==> config.mk <==
export PLATFORM = sky130hd
export DESIGN_NAME = att_ctrl
export DESIGN_NICKNAME = d
export VERILOG_FILES = /design/src/rtl/att_ctrl_pkg.sv /design/src/rtl/att_act_detect.sv /design/src/rtl/att_select.sv /design/src/rtl/att_path.sv /design/src/rtl/att_ctrl.sv
export SDC_FILE = /design/constraint.sdc
export NUM_CORES = 1
export LEC_CHECK = 0
export BUFFER_PORTS_ARGS = -buffer_cell sky130_fd_sc_hd__buf_4
export CAP_MARGIN = 10
export CORE_MARGIN = 2
export CORE_UTILIZATION = 30
export CTS_BUF_LIST = sky130_fd_sc_hd__clkbuf_2
export DETAILED_ROUTE_END_ITERATION = 6
export MAX_ROUTING_LAYER = met4
export PLACE_DENSITY = 0.6
export SLEW_MARGIN = 30
export SYNTH_ARGS = -nofsm -noshare
export SYNTH_HDL_FRONTEND = slang
export SYNTH_SLANG_ARGS = --single-unit
==> constraint.sdc <==
create_clock -name clk -period 4.7 [get_ports clk]
set_input_delay 1.41 -clock clk [delete_from_list [all_inputs] [get_ports clk]]
set_output_delay 1.41 -clock clk [all_outputs]
set_load 0.005 [all_outputs]
==> src/rtl/att_ctrl_pkg.sv <==
// Package: shared types for the anti-howling attenuator controller.
// Assumes two signal directions, indexed by dir_e.
package att_ctrl_pkg;
    typedef enum logic [0:0] {
        DIR_TX = 1'b0,
        DIR_RX = 1'b1
    } dir_e;

    typedef enum logic [1:0] {
        CUT_NONE = 2'b00,
        CUT_RX   = 2'b01,
        CUT_TX   = 2'b10
    } cut_sel_e;
endpackage

==> src/rtl/att_act_detect.sv <==
// Activity detector for one direction. On each frame start it compares the
// sample magnitude with the threshold, then runs a hangover counter.
// Assumes frame_go is a single-cycle pulse and thresh is unsigned.
module att_act_detect #(
    parameter int W           = 16,
    parameter int HANG_FRAMES = 3,
    localparam int CW         = $clog2(HANG_FRAMES + 1)
) (
    input  logic                clk,
    input  logic                rst_n,
    input  logic                frame_go,
    input  logic signed [W-1:0] sample,
    input  logic        [W-1:0] thresh,
    output logic                active
);
    localparam logic [CW-1:0] HANG_LOAD = CW'(HANG_FRAMES);

    logic [W-1:0]  mag;
    logic          raw_hit;
    logic [CW-1:0] hold_cnt;

    // Magnitude as an unsigned W-bit value, so the most negative value fits.
    always_comb begin
        mag     = sample[W-1] ? (~sample + 1'b1) : sample;
        raw_hit = (mag > thresh);
    end

    // Update the active flag and the hangover counter once per frame.
    always_ff @(posedge clk) begin
        if (!rst_n) begin
            hold_cnt <= '0;
            active   <= 1'b0;
        end else if (frame_go) begin
            active <= raw_hit || (hold_cnt != '0);
            if (raw_hit)
                hold_cnt <= HANG_LOAD;
            else if (hold_cnt != '0)
                hold_cnt <= hold_cnt - 1'b1;
        end
    end
endmodule

==> src/rtl/att_select.sv <==
// Truth table choosing which path to attenuate. Receive-only activity cuts the
// send output; every other case cuts the receive input; disabled cuts none.
module att_select
    import att_ctrl_pkg::*;
(
    input  logic     enable,
    input  logic     tx_act,
    input  logic     rx_act,
    output cut_sel_e sel
);
    // Combinational placement decision.
    always_comb begin
        if (!enable)
            sel = CUT_NONE;
        else if (rx_act && !tx_act)
            sel = CUT_TX;
        else
            sel = CUT_RX;
    end
endmodule

==> src/rtl/att_path.sv <==
// One signal path: passes the sample, or halves it (6 dB) with an arithmetic
// shift when cut is set. Assumes two's complement samples.
module att_path #(
    parameter int W = 16
) (
    input  logic signed [W-1:0] din,
    input  logic                cut,
    output logic signed [W-1:0] dout
);
    // Select the halved or the unchanged sample.
    always_comb begin
        dout = cut ? (din >>> 1) : din;
    end
endmodule

==> src/rtl/att_ctrl.sv <==
// Top of the anti-howling attenuator controller. Detects frame starts,
// captures samples and the enable pin, and engages one attenuator per frame.
// Assumes frame_n, att_en_n and slave_mode are synchronous to clk.
module att_ctrl
    import att_ctrl_pkg::*;
#(
    parameter int W           = 16,
    parameter int HANG_FRAMES = 3
) (
    input  logic                clk,
    input  logic                rst_n,
    input  logic                frame_n,
    input  logic                att_en_n,
    input  logic                slave_mode,
    input  logic        [W-1:0] act_thresh,
    input  logic signed [W-1:0] tx_in,
    input  logic signed [W-1:0] rx_in,
    output logic signed [W-1:0] tx_out,
    output logic signed [W-1:0] rx_out,
    output logic                att_tx_on,
    output logic                att_rx_on
);
    localparam int NDIR = 2;

    logic                frame_prev;
    logic                rst_seen;
    logic                frame_go;
    logic                rel_go;
    logic                en_q;
    logic signed [W-1:0] tx_s;
    logic signed [W-1:0] rx_s;
    logic                tx_act;
    logic                rx_act;
    logic signed [W-1:0] smp_in [NDIR];
    logic                act_v  [NDIR];
    cut_sel_e            sel;

    // Pulses for the frame start (strobe falling) and the reset release.
    always_comb begin
        frame_go = frame_prev && !frame_n;
        rel_go   = !rst_seen;
    end

    // Edge history for the strobe and the reset.
    always_ff @(posedge clk) begin
        if (!rst_n) begin
            frame_prev <= 1'b1;
            rst_seen   <= 1'b0;
        end else begin
            frame_prev <= frame_n;
            rst_seen   <= 1'b1;
        end
    end

    // Capture the enable (a slave is treated as tied low) at the allowed points.
    always_ff @(posedge clk) begin
        if (!rst_n)
            en_q <= 1'b0;
        else if (frame_go || rel_go)
            en_q <= slave_mode || !att_en_n;
    end

    // Hold the frame's samples until the next frame start.
    always_ff @(posedge clk) begin
        if (!rst_n) begin
            tx_s <= '0;
            rx_s <= '0;
        end else if (frame_go) begin
            tx_s <= tx_in;
            rx_s <= rx_in;
        end
    end

    // Route the live inputs to the detector array.
    always_comb begin
        smp_in[DIR_TX] = tx_in;
        smp_in[DIR_RX] = rx_in;
    end

    for (genvar g = 0; g < NDIR; g++) begin : g_det
        att_act_detect #(
            .W           (W),
            .HANG_FRAMES (HANG_FRAMES)
        ) u_det (
            .clk      (clk),
            .rst_n    (rst_n),
            .frame_go (frame_go),
            .sample   (smp_in[g]),
            .thresh   (act_thresh),
            .active   (act_v[g])
        );
    end

    // Name the per-direction activity flags.
    always_comb begin
        tx_act = act_v[DIR_TX];
        rx_act = act_v[DIR_RX];
    end

    att_select u_sel (
        .enable (en_q),
        .tx_act (tx_act),
        .rx_act (rx_act),
        .sel    (sel)
    );

    att_path #(.W(W)) u_tx_path (
        .din  (tx_s),
        .cut  (sel == CUT_TX),
        .dout (tx_out)
    );

    att_path #(.W(W)) u_rx_path (
        .din  (rx_s),
        .cut  (sel == CUT_RX),
        .dout (rx_out)
    );

    // Status flags follow the selection.
    always_comb begin
        att_tx_on = (sel == CUT_TX);
        att_rx_on = (sel == CUT_RX);
    end
endmodule

==> After elaboration in Yosys (flattened, before gate mapping) <==
Index checks and enable logic that the tools add are counted.
{ "word_totals": {"reg_bits": 41, "in_bits": 53, "out_inout_bits": 34, "wordCells": 46} }
{ "classes": {"addsub": 4, "n_lt_le_gt_ge": 2, "n_eq_ne": 2, "n_mux": 11, "bitwise_logic": 2, "reduce_logical": 16} }
{ "op_table": {"columns": ["op", "count"], "rows": [
  ["adder 16 x 1 -> 16 bit, second input constant", 2],
  ["> comparator 16 bit", 2],
  ["2-to-1 mux 16 bit", 2],
  ["inverter 16 bit", 2],
  ["2-to-1 mux 15 bit", 2],
  ["2-to-1 mux 2 bit", 6],
  ["nonzero test 2 bit", 4],
  ["logical NOT 1 bit", 4],
  ["logical OR 1 bit", 4],
  ["AND reduction 2 bit", 2],
  ["subtractor 2 x 1 -> 2 bit, second input constant", 2],
  ["equality test 2 x 1 -> 1 bit, second input constant", 1],
  ["equality test 2 bit, second input constant", 1],
  ["logical AND 1 bit", 2],
  ["2-to-1 mux 1 bit", 1]
]} }

==> Longest topological paths before layout <==
Gate-level depths: netlist of run 1.
{ "depth": {"depth_word": 6, "ltp_mapped": 14, "depth_no_buf": 14} }

==> By module <==
From an unflattened synthesis of run 1, not the netlist that was laid out.
{ "hier_totals": {"cells_unflattened": 424, "area_unflattened_um2": 3558.4} }
{ "modules_own_cells": {"columns": ["module", "n_inst", "cells_per_inst", "area_each_um2", "seq_area_each_um2"], "rows": [
  ["att_act_detect", 2, 117, 843.3, 60.1],
  ["att_ctrl", 1, 151, 1363.8, 700.7],
  ["att_path", 2, 18, 245.2, 0.0],
  ["att_select", 1, 3, 17.5, 0.0]
]} }

==> Worst setup path before layout of run 1 <==
OpenSTA, ideal clock, no wires.
{ "synth_timing": {"path_type": "in2reg", "startpoint": "input tx_in[5]", "endpoint": "register g_det[0].u_det.hold_cnt[0]", "setup_time_ns": 0.091, "t_arrival_ns": 4.417, "required_ns": 4.609, "slack_ns": 0.192, "stages": 13, "path_buffers": 0, "cell_sequence": "or4_4 or4_4 nor2_4 nand2_2 o21ai_1 xnor2_1 ha_1 nand4_1 or4_1 a21o_1 a31oi_1 a21oi_1 a311oi_1"} }
{ "synth_via": {"elab_chain_cells": 6, "word_cells_on_any_way": 7, "cone_classes": "add/sub (1); order compare (1); mux (2); bitwise (1); reduce/logical (2)"} }
{ "synth_rtl": {"columns": ["element", "line", "rtl"], "rows": [
  ["start: declaration", "att_ctrl.sv:16", "input logic signed [W-1:0] tx_in,"],
  ["inverter 16 bit", "att_act_detect.sv:24", "mag = sample[W-1] ? (~sample + 1'b1) : sample;"],
  ["adder 16 x 1 -> 16 bit", "att_act_detect.sv:24", null],
  ["2-to-1 mux 16 bit (*)", "att_act_detect.sv:24", null],
  ["> comparator 16 bit (*)", "att_act_detect.sv:25", "raw_hit = (mag > thresh);"],
  ["nonzero test 2 bit (no source line)", null, null],
  ["AND reduction 2 bit (no source line)", null, null],
  ["end signal: assignment", "att_act_detect.sv:38", "hold_cnt <= hold_cnt - 1'b1;"],
  ["end: declaration", "att_act_detect.sv:20", "logic [CW-1:0] hold_cnt;"]
]} }
Every way passes the cells marked *; elsewhere a longest branch is shown, timed or not.
A chain may end at the register's enable or synchronous reset.

==> Worst setup path in the final report of run 1 <==
{ "layout_timing": {"startpoint": "input rx_in[0]", "endpoint": "register g_det[1].u_det.hold_cnt[0]"} }
{ "layout_via": {"elab_chain_cells": 6, "word_cells_on_any_way": 7, "cone_classes": "add/sub (1); order compare (1); mux (2); bitwise (1); reduce/logical (2)"} }
{ "layout_rtl": {"columns": ["element", "line", "rtl"], "rows": [
  ["start: declaration", "att_ctrl.sv:17", "input logic signed [W-1:0] rx_in,"],
  ["inverter 16 bit", "att_act_detect.sv:24", null],
  ["adder 16 x 1 -> 16 bit", "att_act_detect.sv:24", null],
  ["2-to-1 mux 16 bit (*)", "att_act_detect.sv:24", null],
  ["> comparator 16 bit (*)", "att_act_detect.sv:25", null],
  ["nonzero test 2 bit (no source line)", null, null],
  ["AND reduction 2 bit (no source line)", null, null],
  ["end signal: assignment", "att_act_detect.sv:38", null],
  ["end: declaration", "att_act_detect.sv:20", null]
]} }
Marked as above.

==> key figures, run 1 <==
Status
  – Status: finished, final reports clean

Synth
  – Yosys top cell area share: 0.2553
  – Cell count after synthesis: 472
  – Synth top area cells: dfxtp_1, nand2_1, ha_1, a21oi_1, xnor2_1
  – EDFF count, synth: 0
  – Synthesized cell area: 3216 sq um
  – Dominant synthesized flop cell: dfxtp_1
  – Syn_nets: 561
  – Async S/R FF share, synth: 0
  – Seq cells post-synth: 41
  – Mean post-synth cell area: 6.813 sq um
  – Yosys warning count: 0
  – Yosys cell types: 41
  – Cell taking the most area after synthesis: dfxtp_1
  – Seq/Total Area, Yosys: 0.2553

Placement
  – I/O Buffers: 86
  – Placer Congestion: 0.9083
  – Dpl cells: 699
  – DP HPWL: 7758 um

Floorplanning
  – Core Region: 10,370 sq um
  – Initial Util: 0.3101
  – Die width: 107.5 um
  – Die Area: 11,560 sq um
  – Site Rows: 37
  – Height of the die: 107.5 um
  – Ports: 87

GRT
  – First-pass GRT wire length: 15,840 um
  – Tot GR Track Use: 0.1746
  – Global route overflow: 0
  – Initial antenna violation count: 0
  – Largest net degree at the start of global routing: 38
  – Vias in the first global route: 3,415

Clock tree
  – Root buf cell: clkbuf_2
  – Clock Sink Count: 41
  – Post-CTS Setup Bufs: 0
  – Later-pin clock latency in the skew report: 400 ps
  – CTS resizes: 0
  – Clk slew on worst S/H paths: 200 ps
  – TritonCTS buffer count: 5
  – Clock Tree Buf Depth: 2
  – CTS tree: yes
  – Hold Buf Count CTS: 0
  – H-tree levels: 2

Detailed routing
  – DRT iter0 DRCs: 205
  – Final ANT Viol Nets: 0
  – DR WL/cell: 13.55 um
  – # DRC: 0
  – Total number of vias: 3,488
  – Via/cell ratio: 4.941
  – TritonRoute pass-1 iters: 5
  – Routed WL: 9568 um

Power and ir drop
  – Pwr/cell area: 205.1 nW/um^2
  – Leak: 1.984 nW
  – VDD IR-drop max: 0.0001135 V

Layout
  – N_diodes: 0
  – Nets@finish: 659
  – Synthesis-to-finish area growth: 29.65%
  – Final cell count without fillers: 706
  – Most common cell after layout, fill and taps aside: nand2_1
  – Most frequent cells in the layout: nand2_1, buf_4, a21oi_1
  – Share of cells above drive strength 1: 0.2175
  – Post-layout util: 0.4020

Critical path
  – Critical path required time: 5030 ps
  – R2R setup slack: 3000 ps
  – Slowest CP cell: or4_1
  – Critical Path Max Stage Delay: 550 ps
  – Critical Path Sink Type: flip-flop
  – Setup crit start kind: input port
  – WS Path Type: in2reg
  – CP cell instances: buf_4 -> nor3_1 -> nand2_1 -> or3_1 -> or3_1 -> o31ai_1 -> xnor2_1 -> ha_1 -> a21oi_1 -> o21ai_0 -> or4_1 -> o31ai_1 -> buf_4 -> a31oi_1 -> o21a_1
  – Critical path fanouts, max: 3
  – Arrival @ worst endpoint: 4850 ps

STA
  – Tmin final: 4519 ps
  – Final setup viols: 0
  – Unrepaired setup endpoints after global routing: no
  – Clock Skew: 4.603 ps
  – Final worst path period share: 0.9615
  – Slew Viols, Final: 0
  – Maximum clock frequency: 0.2213 GHz
  – Fin. Hold Viols: 0
  – Max_slew headroom: 0.4276
  – Worst-Margin Slew: 854.7 ps

Min path
  – Hold crit path type: reg2reg

Job
  – Max Cap Viol: 0
==> through the flow <==
stage	area (sq um)	TNS (ps)	hold WS (ps)	power (W)	setup slack, ps
2_1_floorplan	3216	0	436.6	0.0005676	192.0
3_3_place_gp	4135	-273.8	447.4	0.0007015	-116.2
3_5_place_dp	4135	-664.7	447.5	0.0007128	-206.4
4_1_cts	4169	0	471.4	0.0008637	228.6
5_1_grt	4169	0	493.6	0.0009208	75.86
6_report	4169	0	470.6	0.0008551	180.8
==> worst paths after layout <==
kind                                     end  cells after the start        from
setup / recovery  g_det[1].u_det.hold_cnt[0]                     15    rx_in[0]
hold / removal                       rx_s[0]                      2     rx_s[0]
setup reg to reg                    rx_s[12]                      4  frame_prev
hold reg to reg                      rx_s[0]                      2     rx_s[0]
==> critical path: cells and delay by family <==
kind / cells / cell delay (ps)
compound gates: 6 / 1080
xor+xnor: 1 / 170
buf+inv: 2 / 300
fa+ha+maj: 1 / 270
simple gates: 5 / 1600
==> sequential cells by signal, indices dropped and copies added (netlist names) <==
signal                count
g_det.u_det.hold_cnt      4
tx_s                     16
rst_seen                  1
en_q                      1
g_det.u_det.active        2
frame_prev                1
rx_s                     16
==> layer usage <==
layer	vias to the layer above	GRT usage	routed length, um
li1	1785	-	-
met1	1587	0.2205	4388
met2	105	0.2960	4571
met3	11	0.02542	506
met4	0	0.03846	102
met5	-	-	0
==> cell usage after synthesis (2+ instances only) <==
| cell | number |
|---|---|
| or4_1 | 4 |
| xor2_1 | 2 |
| a311oi_1 | 2 |
| buf_4 | 2 |
| inv_1 | 29 |
| nor3_1 | 9 |
| or4_4 | 2 |
| nor2b_1 | 3 |
| a21oi_1 | 44 |
| nand2b_1 | 4 |
| nand4_1 | 7 |
| a21o_1 | 2 |
| o21ai_0 | 16 |
| ha_1 | 36 |
| o21ai_1 | 3 |
| xnor2_1 | 24 |
| clkbuf_1 | 15 |
| dfxtp_1 | 41 |
| buf_1 | 2 |
| o211ai_1 | 2 |
| nand3_1 | 4 |
| o31ai_1 | 7 |
| nand2_1 | 181 |
| o41ai_1 | 2 |
| a31oi_1 | 4 |
| a221oi_1 | 2 |
| or3_1 | 4 |
| nor2_1 | 6 |
==> where the power goes <==
part / internal (W) / switching [W]
sequential: 0.000370 / 0.0000150
clock: 0.0000347 / 0.000116
combinational: 0.000150 / 0.000170
==> kinds of logic after synthesis <==
logic type,count (synthesis),share of synthesized area
buffers and inverters,49,0.05953
adders and majority gates,36,0.1401
xor gates and xnor gates,26,0.07082
AOI/OAI and AO/OA,89,0.1646
DFF,41,0.2553
and+or+nand+nor,231,0.3097
==> cell type report <==
class	instances	area, sq um
clock inverters	1	3.754
inverters	30	112.6
well taps	136	170.2
clock buffers	6	30.03
flip-flops and latches	41	820.8
repair buffers	110	825.8
multi-input cells	382	2206
fillers	1104	6201
(Power assumes the default switching activity.)
==> run 2, diff against run 1 <==
Settings changed: CORE_UTILIZATION 30 to 50, PLACE_DENSITY 0.6 to 0.88.
==> run 2 against run 1 <==
Critical path depth shrank 1. Highest routed layer unchanged. Routed wire length fell by 7.2%. Die area down 39%. Fmax is 1.9% higher. Largest power group unchanged. Clock skew is 22 ps higher. Non-clock buffer count fell by 6.
==> key figures, run 2 (synthesis gave the netlist of run 1 again) <==
Placement
  – Dpl cells: 634 (was 699)
  – DP HPWL: 7104 um (was 7758 um)
  – I/O Buffers: 86 (unchanged)
  – Post-place setup slack: -139.0 ps (was -206.4 ps)
  – Placer Congestion: 0.8813 (was 0.9083)

Critical path
  – Reg2reg start: frame_prev (unchanged)
  – Critical Path Source: tx_in[5] (was rx_in[0])
  – Setup crit start kind: input port (unchanged)
  – Critical path required time: 5020 ps (was 5030 ps)
  – Worst R2R End: tx_s[1] (was rx_s[12])
  – Critical path fanouts, max: 3 (unchanged)
  – Arrival @ worst endpoint: 4750 ps (was 4850 ps)
  – Critical Path Sink Type: flip-flop (unchanged)
  – R2R cell count: 4 (unchanged)
  – WS Path Type: in2reg (unchanged)
  – R2R setup slack: 3110 ps (was 3000 ps)

Layout
  – Final cell count without fillers: 642 (was 706)
  – Most frequent cells in the layout: nand2_1, buf_4, a21oi_1 (unchanged)
  – N_diodes: 0 (unchanged)
  – Top flop regs: rx_s (16), tx_s (16), g_det.u_det.hold_cnt (4) (unchanged)
  – Synthesis-to-finish area growth: 26.89% (was 29.65%)
  – Most common cell after layout, fill and taps aside: nand2_1 (unchanged)
  – Nets@finish: 653 (was 659)
  – Share of cells above drive strength 1: 0.2106 (was 0.2175)

Clock tree
  – Later-pin clock latency in the skew report: 420 ps (was 400 ps)
  – Hold Buf Count CTS: 0 (unchanged)
  – Root buf cell: clkbuf_2 (unchanged)
  – Clk slew on worst S/H paths: 210 ps (was 200 ps)
  – CTS tree: yes (unchanged)
  – CTS resizes: 0 (unchanged)
  – Clock Sink Count: 41 (unchanged)
  – H-tree levels: 2 (unchanged)
  – TritonCTS buffer count: 5 (unchanged)
  – Clock Tree Buf Depth: 2 (unchanged)
  – Post-CTS Setup Bufs: 0 (unchanged)

STA
  – Max_slew headroom: 0.5190 (was 0.4276)
  – Clock Skew: 26.46 ps (was 4.603 ps)
  – Worst-Margin Slew: 718.2 ps (was 854.7 ps)
  – Slew Viols, Final: 0 (unchanged)
  – Maximum clock frequency: 0.2256 GHz (was 0.2213 GHz)
  – Tmin final: 4433 ps (was 4519 ps)
  – Setup TNS: 0 ps (unchanged)
  – Final worst path period share: 0.9432 (was 0.9615)
  – Unrepaired setup endpoints after global routing: no (unchanged)
  – Fin. Hold Viols: 0 (unchanged)
  – PnR worst setup slack: 267.1 ps (was 180.8 ps)
  – Final setup viols: 0 (unchanged)
  – Final Hold Slack: 478.9 ps (was 470.6 ps)

Detailed routing
  – Routed WL: 8875 um (was 9568 um)
  – Final ANT Viol Nets: 0 (unchanged)
  – Via/cell ratio: 5.559 (was 4.941)
  – # DRC: 0 (unchanged)
  – Total number of vias: 3,569 (was 3,488)
  – DRT iter0 DRCs: 177 (was 205)
  – DR WL/cell: 13.82 um (was 13.55 um)
  – TritonRoute pass-1 iters: 5 (unchanged)

GRT
  – Initial antenna violation count: 0 (unchanged)
  – Vias in the first global route: 3,227 (was 3,415)
  – First-pass GRT wire length: 14,450 um (was 15,840 um)
  – Global route overflow: 0 (unchanged)
  – Largest net degree at the start of global routing: 39 (was 38)
  – Tot GR Track Use: 0.2539 (was 0.1746)

Status
  – Status: finished, final reports clean (unchanged)

Floorplanning
  – Height of the die: 84.20 um (was 107.5 um)
  – Die Area: 7089 sq um (was 11,560 sq um)
  – Ports: 87 (unchanged)
  – Site Rows: 29 (was 37)
  – Die width: 84.20 um (was 107.5 um)
  – Initial Util: 0.5123 (was 0.3101)
  – Core Region: 6277 sq um (was 10,370 sq um)

Power and ir drop
  – Leak: 1.971 nW (was 1.984 nW)
  – VDD IR-drop max: 0.0001572 V (was 0.0001135 V)
  – Tot Pwr: 0.0009155 W (was 0.0008551 W)
  – Pwr/cell area: 224.4 nW/um^2 (was 205.1 nW/um^2)

Job
  – Max Cap Viol: 0 (unchanged)

Min path
  – Worst hold start: rx_s[0] (unchanged)
  – Min-Delay Path Depth: 2 (unchanged)
  – Min-Delay Endpoint: rx_s[0] (unchanged)
  – Hold crit path type: reg2reg (unchanged)
[run 2: cell count changes in the layout (fill, tap and decap cells not counted)]
cell       before  now
buf_4         110  104
bufinv_16       0    1
[run 2: critical path, stage by stage]
cell	delay, ps
buf_4	120
or4_4	530
or4_4	450
nor2_4	130
nand2_2	100
o21ai_1	180
xnor2_1	80
ha_1	290
nand4_1	150
or4_1	570
a21o_1	190
nand3_1	90
o21ai_0	150
a311oi_1	310
[run 2: worst max path at each step]
stage	depth (start not counted)	to
floorplan	13	g_det[0].u_det.hold_cnt[0]
global placement	15	g_det[1].u_det.hold_cnt[0]
detailed placement	15	g_det[1].u_det.hold_cnt[0]
CTS	15	g_det[1].u_det.hold_cnt[0]
global route	15	g_det[1].u_det.hold_cnt[0]
finish	14	g_det[0].u_det.hold_cnt[0]
[run 2: routing by layer]
metal	part of all wire	track usage	vias up	wire length, um
li1	-	-	1773	-
met1	0.43	0.3024	1672	3777
met2	0.51	0.4553	111	4519
met3	0.051	0.03343	13	452
met4	0.014	0.05572	0	125
met5	0	-	-	0
[run 2: final cells by class]
cell class	instances	area, sq um
Timing Repair Buffer	104	780.7
Clock buffer	6	30.03
Multi-Input combinational cell	382	2206
Clock inverter	2	33.78
Sequential cell	41	820.8
Inverter	30	112.6
Tap cell	77	96.34
Fill cell	560	2197
[run 2: per-stage QoR]
step                utilization  area, sq um
global placement         0.6398         4016
global route             0.6500         4080
finish                   0.6500         4080
floorplan                     -         3216
CTS                      0.6500         4080
detailed placement       0.6398         4016
[run 2: power breakdown]
part / internal [W] / total (W) / switching (W)
Combinational: 0.000148 / 0.000317 / 0.000169
Sequential: 0.000370 / 0.000386 / 0.0000157
Clock: 0.0000907 / 0.000213 / 0.000122
==> run 3, diff against run 2 <==
--- a/config.mk
+++ b/config.mk
@@ -8,5 +8,4 @@
 export BUFFER_PORTS_ARGS = -buffer_cell sky130_fd_sc_hd__buf_4
 export CAP_MARGIN = 10
-export CORE_MARGIN = 2
 export CORE_UTILIZATION = 50
 export CTS_BUF_LIST = sky130_fd_sc_hd__clkbuf_2
==> constraint.sdc (replaced) <==
create_clock -name clk -period 4.7 [get_ports clk]
set_input_delay 1.41 -clock clk [delete_from_list [all_inputs] [get_ports clk]]
set_output_delay 1.41 -clock clk [all_outputs]
set_load 0.05 [all_outputs]
==> run 3 against run 2 <==
Design area increased by 0.18%. Sequential share of layout area is essentially flat. Critical path depth unchanged. Utilization rose by 2.4 points. Sequential cell count is the same. Largest cell class unchanged.
==> key figures, run 3 (synthesis gave the netlist of run 1 again) <==
Status
  – Status: finished, final reports clean (unchanged)

Clock tree
  – H-tree levels: 2 (unchanged)
  – Root buf cell: clkbuf_2 (unchanged)
  – Clk slew on worst S/H paths: 220 ps (was 210 ps)
  – CTS resizes: 0 (unchanged)
  – Clock Sink Count: 41 (unchanged)
  – TritonCTS buffer count: 5 (unchanged)
  – Later-pin clock latency in the skew report: 420 ps (about the same)
  – Hold Buf Count CTS: 0 (unchanged)
  – Post-CTS Setup Bufs: 0 (unchanged)
  – CTS tree: yes (unchanged)
  – Clock Tree Buf Depth: 2 (unchanged)

Floorplanning
  – Die Area: 6756 sq um (was 7089 sq um)
  – Die width: 82.20 um (was 84.20 um)
  – Core Region: 6061 sq um (was 6277 sq um)
  – Initial Util: 0.5306 (was 0.5123)
  – Ports: 87 (unchanged)
  – Height of the die: 82.20 um (was 84.20 um)
  – Site Rows: 28 (was 29)

STA
  – Final worst path period share: 0.9489 (was 0.9432)
  – Final setup viols: 0 (unchanged)
  – Unrepaired setup endpoints after global routing: no (unchanged)
  – Worst-Margin Slew: 651.2 ps (was 718.2 ps)
  – Setup TNS: 0 ps (unchanged)
  – Max_slew headroom: 0.5646 (was 0.5190)
  – Tmin final: 4460 ps (was 4433 ps)
  – Fin. Hold Viols: 0 (unchanged)
  – PnR worst setup slack: 240.0 ps (was 267.1 ps)
  – Maximum clock frequency: 0.2242 GHz (was 0.2256 GHz)
  – Clock Skew: 15.18 ps (was 26.46 ps)
  – Slew Viols, Final: 0 (unchanged)

GRT
  – Grt peak-use layer: met2 (unchanged)
  – Met1 Track Usage GR: 0.3045 (was 0.3024)
  – Tot GR Track Use: 0.2689 (was 0.2539)
  – Vias in the first global route: 3,143 (was 3,227)
  – Met3 GRT Util: 0.04286 (was 0.03343)
  – Largest net degree at the start of global routing: 38 (was 39)
  – Initial antenna violation count: 0 (unchanged)
  – Global route overflow: 0 (unchanged)
  – First-pass GRT wire length: 13,770 um (was 14,450 um)
  – Routing usage on met2: 0.4917 (was 0.4553)

Layout
  – Synthesis-to-finish area growth: 27.12% (was 26.89%)
  – Final cell count without fillers: 641 (was 642)
  – N_diodes: 0 (unchanged)
  – Nets@finish: 654 (was 653)
  – Multi-input logic area: 2206 sq um (unchanged)
  – Most common cell after layout, fill and taps aside: nand2_1 (unchanged)
  – Share of cells above drive strength 1: 0.2120 (was 0.2106)
  – Flip-flop and latch area: 820.8 sq um (unchanged)
  – Final Instance Area: 4088 sq um (was 4080 sq um)
  – Post-layout util: 0.6744 (was 0.6500)
  – Top flop regs: rx_s (16), tx_s (16), g_det.u_det.hold_cnt (4) (unchanged)
  – Layout fillers: 554 (was 560)
  – Most frequent cells in the layout: nand2_1, buf_4, a21oi_1 (unchanged)

Critical path
  – Setup crit start kind: input port (unchanged)
  – Top delay family on crit path: simple AND/OR/NAND/NOR gates (unchanged)
  – Critical path fanouts, max: 3 (unchanged)
  – Critical Path Max Stage Delay: 600 ps (was 570 ps)
  – Cell mode on critical path: or4_4 (unchanged)
  – Critical path required time: 5040 ps (was 5020 ps)
  – WS Path Type: in2reg (unchanged)
  – Worst path bufs/invs: 1 (unchanged)
  – Critical Path Sink Type: flip-flop (unchanged)
  – Arrival @ worst endpoint: 4800 ps (was 4750 ps)
  – Slowest CP cell: or4_1 (unchanged)
  – CP cell instances: buf_4 -> or4_4 -> or4_4 -> nor2_4 -> nand2_2 -> o21ai_1 -> xnor2_1 -> ha_1 -> nand4_1 -> or4_1 -> a21o_1 -> nand3_1 -> o21ai_0 -> a311oi_1 (unchanged)

Detailed routing
  – Via/cell ratio: 5.440 (was 5.559)
  – Routed WL: 8749 um (was 8875 um)
  – DR WL/cell: 13.65 um (was 13.82 um)
  – # DRC: 0 (unchanged)
  – DRT iter0 DRCs: 135 (was 177)
  – Final ANT Viol Nets: 0 (unchanged)
  – Total number of vias: 3,487 (was 3,569)
  – TritonRoute pass-1 iters: 4 (was 5)

Min path
  – Hold crit path type: reg2reg (unchanged)

Power and ir drop
  – VDD IR-drop max: 0.0001699 V (was 0.0001572 V)
  – Leak: 1.971 nW (about the same)
  – Pwr/cell area: 240.8 nW/um^2 (was 224.4 nW/um^2)

Job
  – Max Cap Viol: 0 (unchanged)

Placement
  – Post-place setup slack: -138.5 ps (was -139.0 ps)
  – Placer Congestion: 0.9655 (was 0.8813)
  – DP HPWL: 7088 um (was 7104 um)
  – Dpl cells: 633 (was 634)
  – I/O Buffers: 86 (unchanged)
  – Placed Area: 4021 sq um (was 4016 sq um)
==> run 3: final timing paths <==
check	from	endpoint	slack [ps]	depth (start not counted)
setup / recovery	tx_in[5]	g_det[0].u_det.hold_cnt[0]	240	14
setup reg to reg	frame_prev	g_det[0].u_det.hold_cnt[1]	3050	6
hold reg to reg	rx_s[0]	rx_s[0]	480	2
hold / removal	rx_s[0]	rx_s[0]	480	2
==> run 3: report_power, final <==
| part | internal [W] | leakage, nW | switching (W) |
|---|---|---|---|
| clock | 0.0000879 | 0.0366 | 0.000126 |
| sequential | 0.000370 | 0.337 | 0.0000150 |
| combinational | 0.000150 | 1.60 | 0.000235 |
| total | 0.000608 | 1.97 | 0.000376 |
==> run 3: area by class of cell <==
type,instances,area share
multi-input combinational,382,0.5396
sequential,41,0.2008
timing repair buffer,105,0.1928
inverter,30,0.02755
tap,75,0.02296
clock inverter,3,0.01010
clock buffer,5,0.006122
==> run 3: worst reg2reg max path, cell delays in order (launching register included) <==
cell,delay [ps]
dfxtp_1,360
nand2b_1,300
buf_4,390
nor2_1,120
nand2_1,80
o21ai_0,80
a221oi_1,260
==> run 3: layer usage <==
layer	up-vias	wire length (um)
met2	100	4381
met3	13	370
li1	1775	-
met4	0	128
met1	1599	3868
met5	-	0
==> run 3: stage by stage <==
step / hold slack, ps / power (W)
2_1_floorplan: 436.6 / 0.0006365
3_3_place_gp: 446.0 / 0.0007637
3_5_place_dp: 448.9 / 0.0007759
4_1_cts: 474.2 / 0.0009874
5_1_grt: 508.5 / 0.001040
6_report: 476.3 / 0.0009843
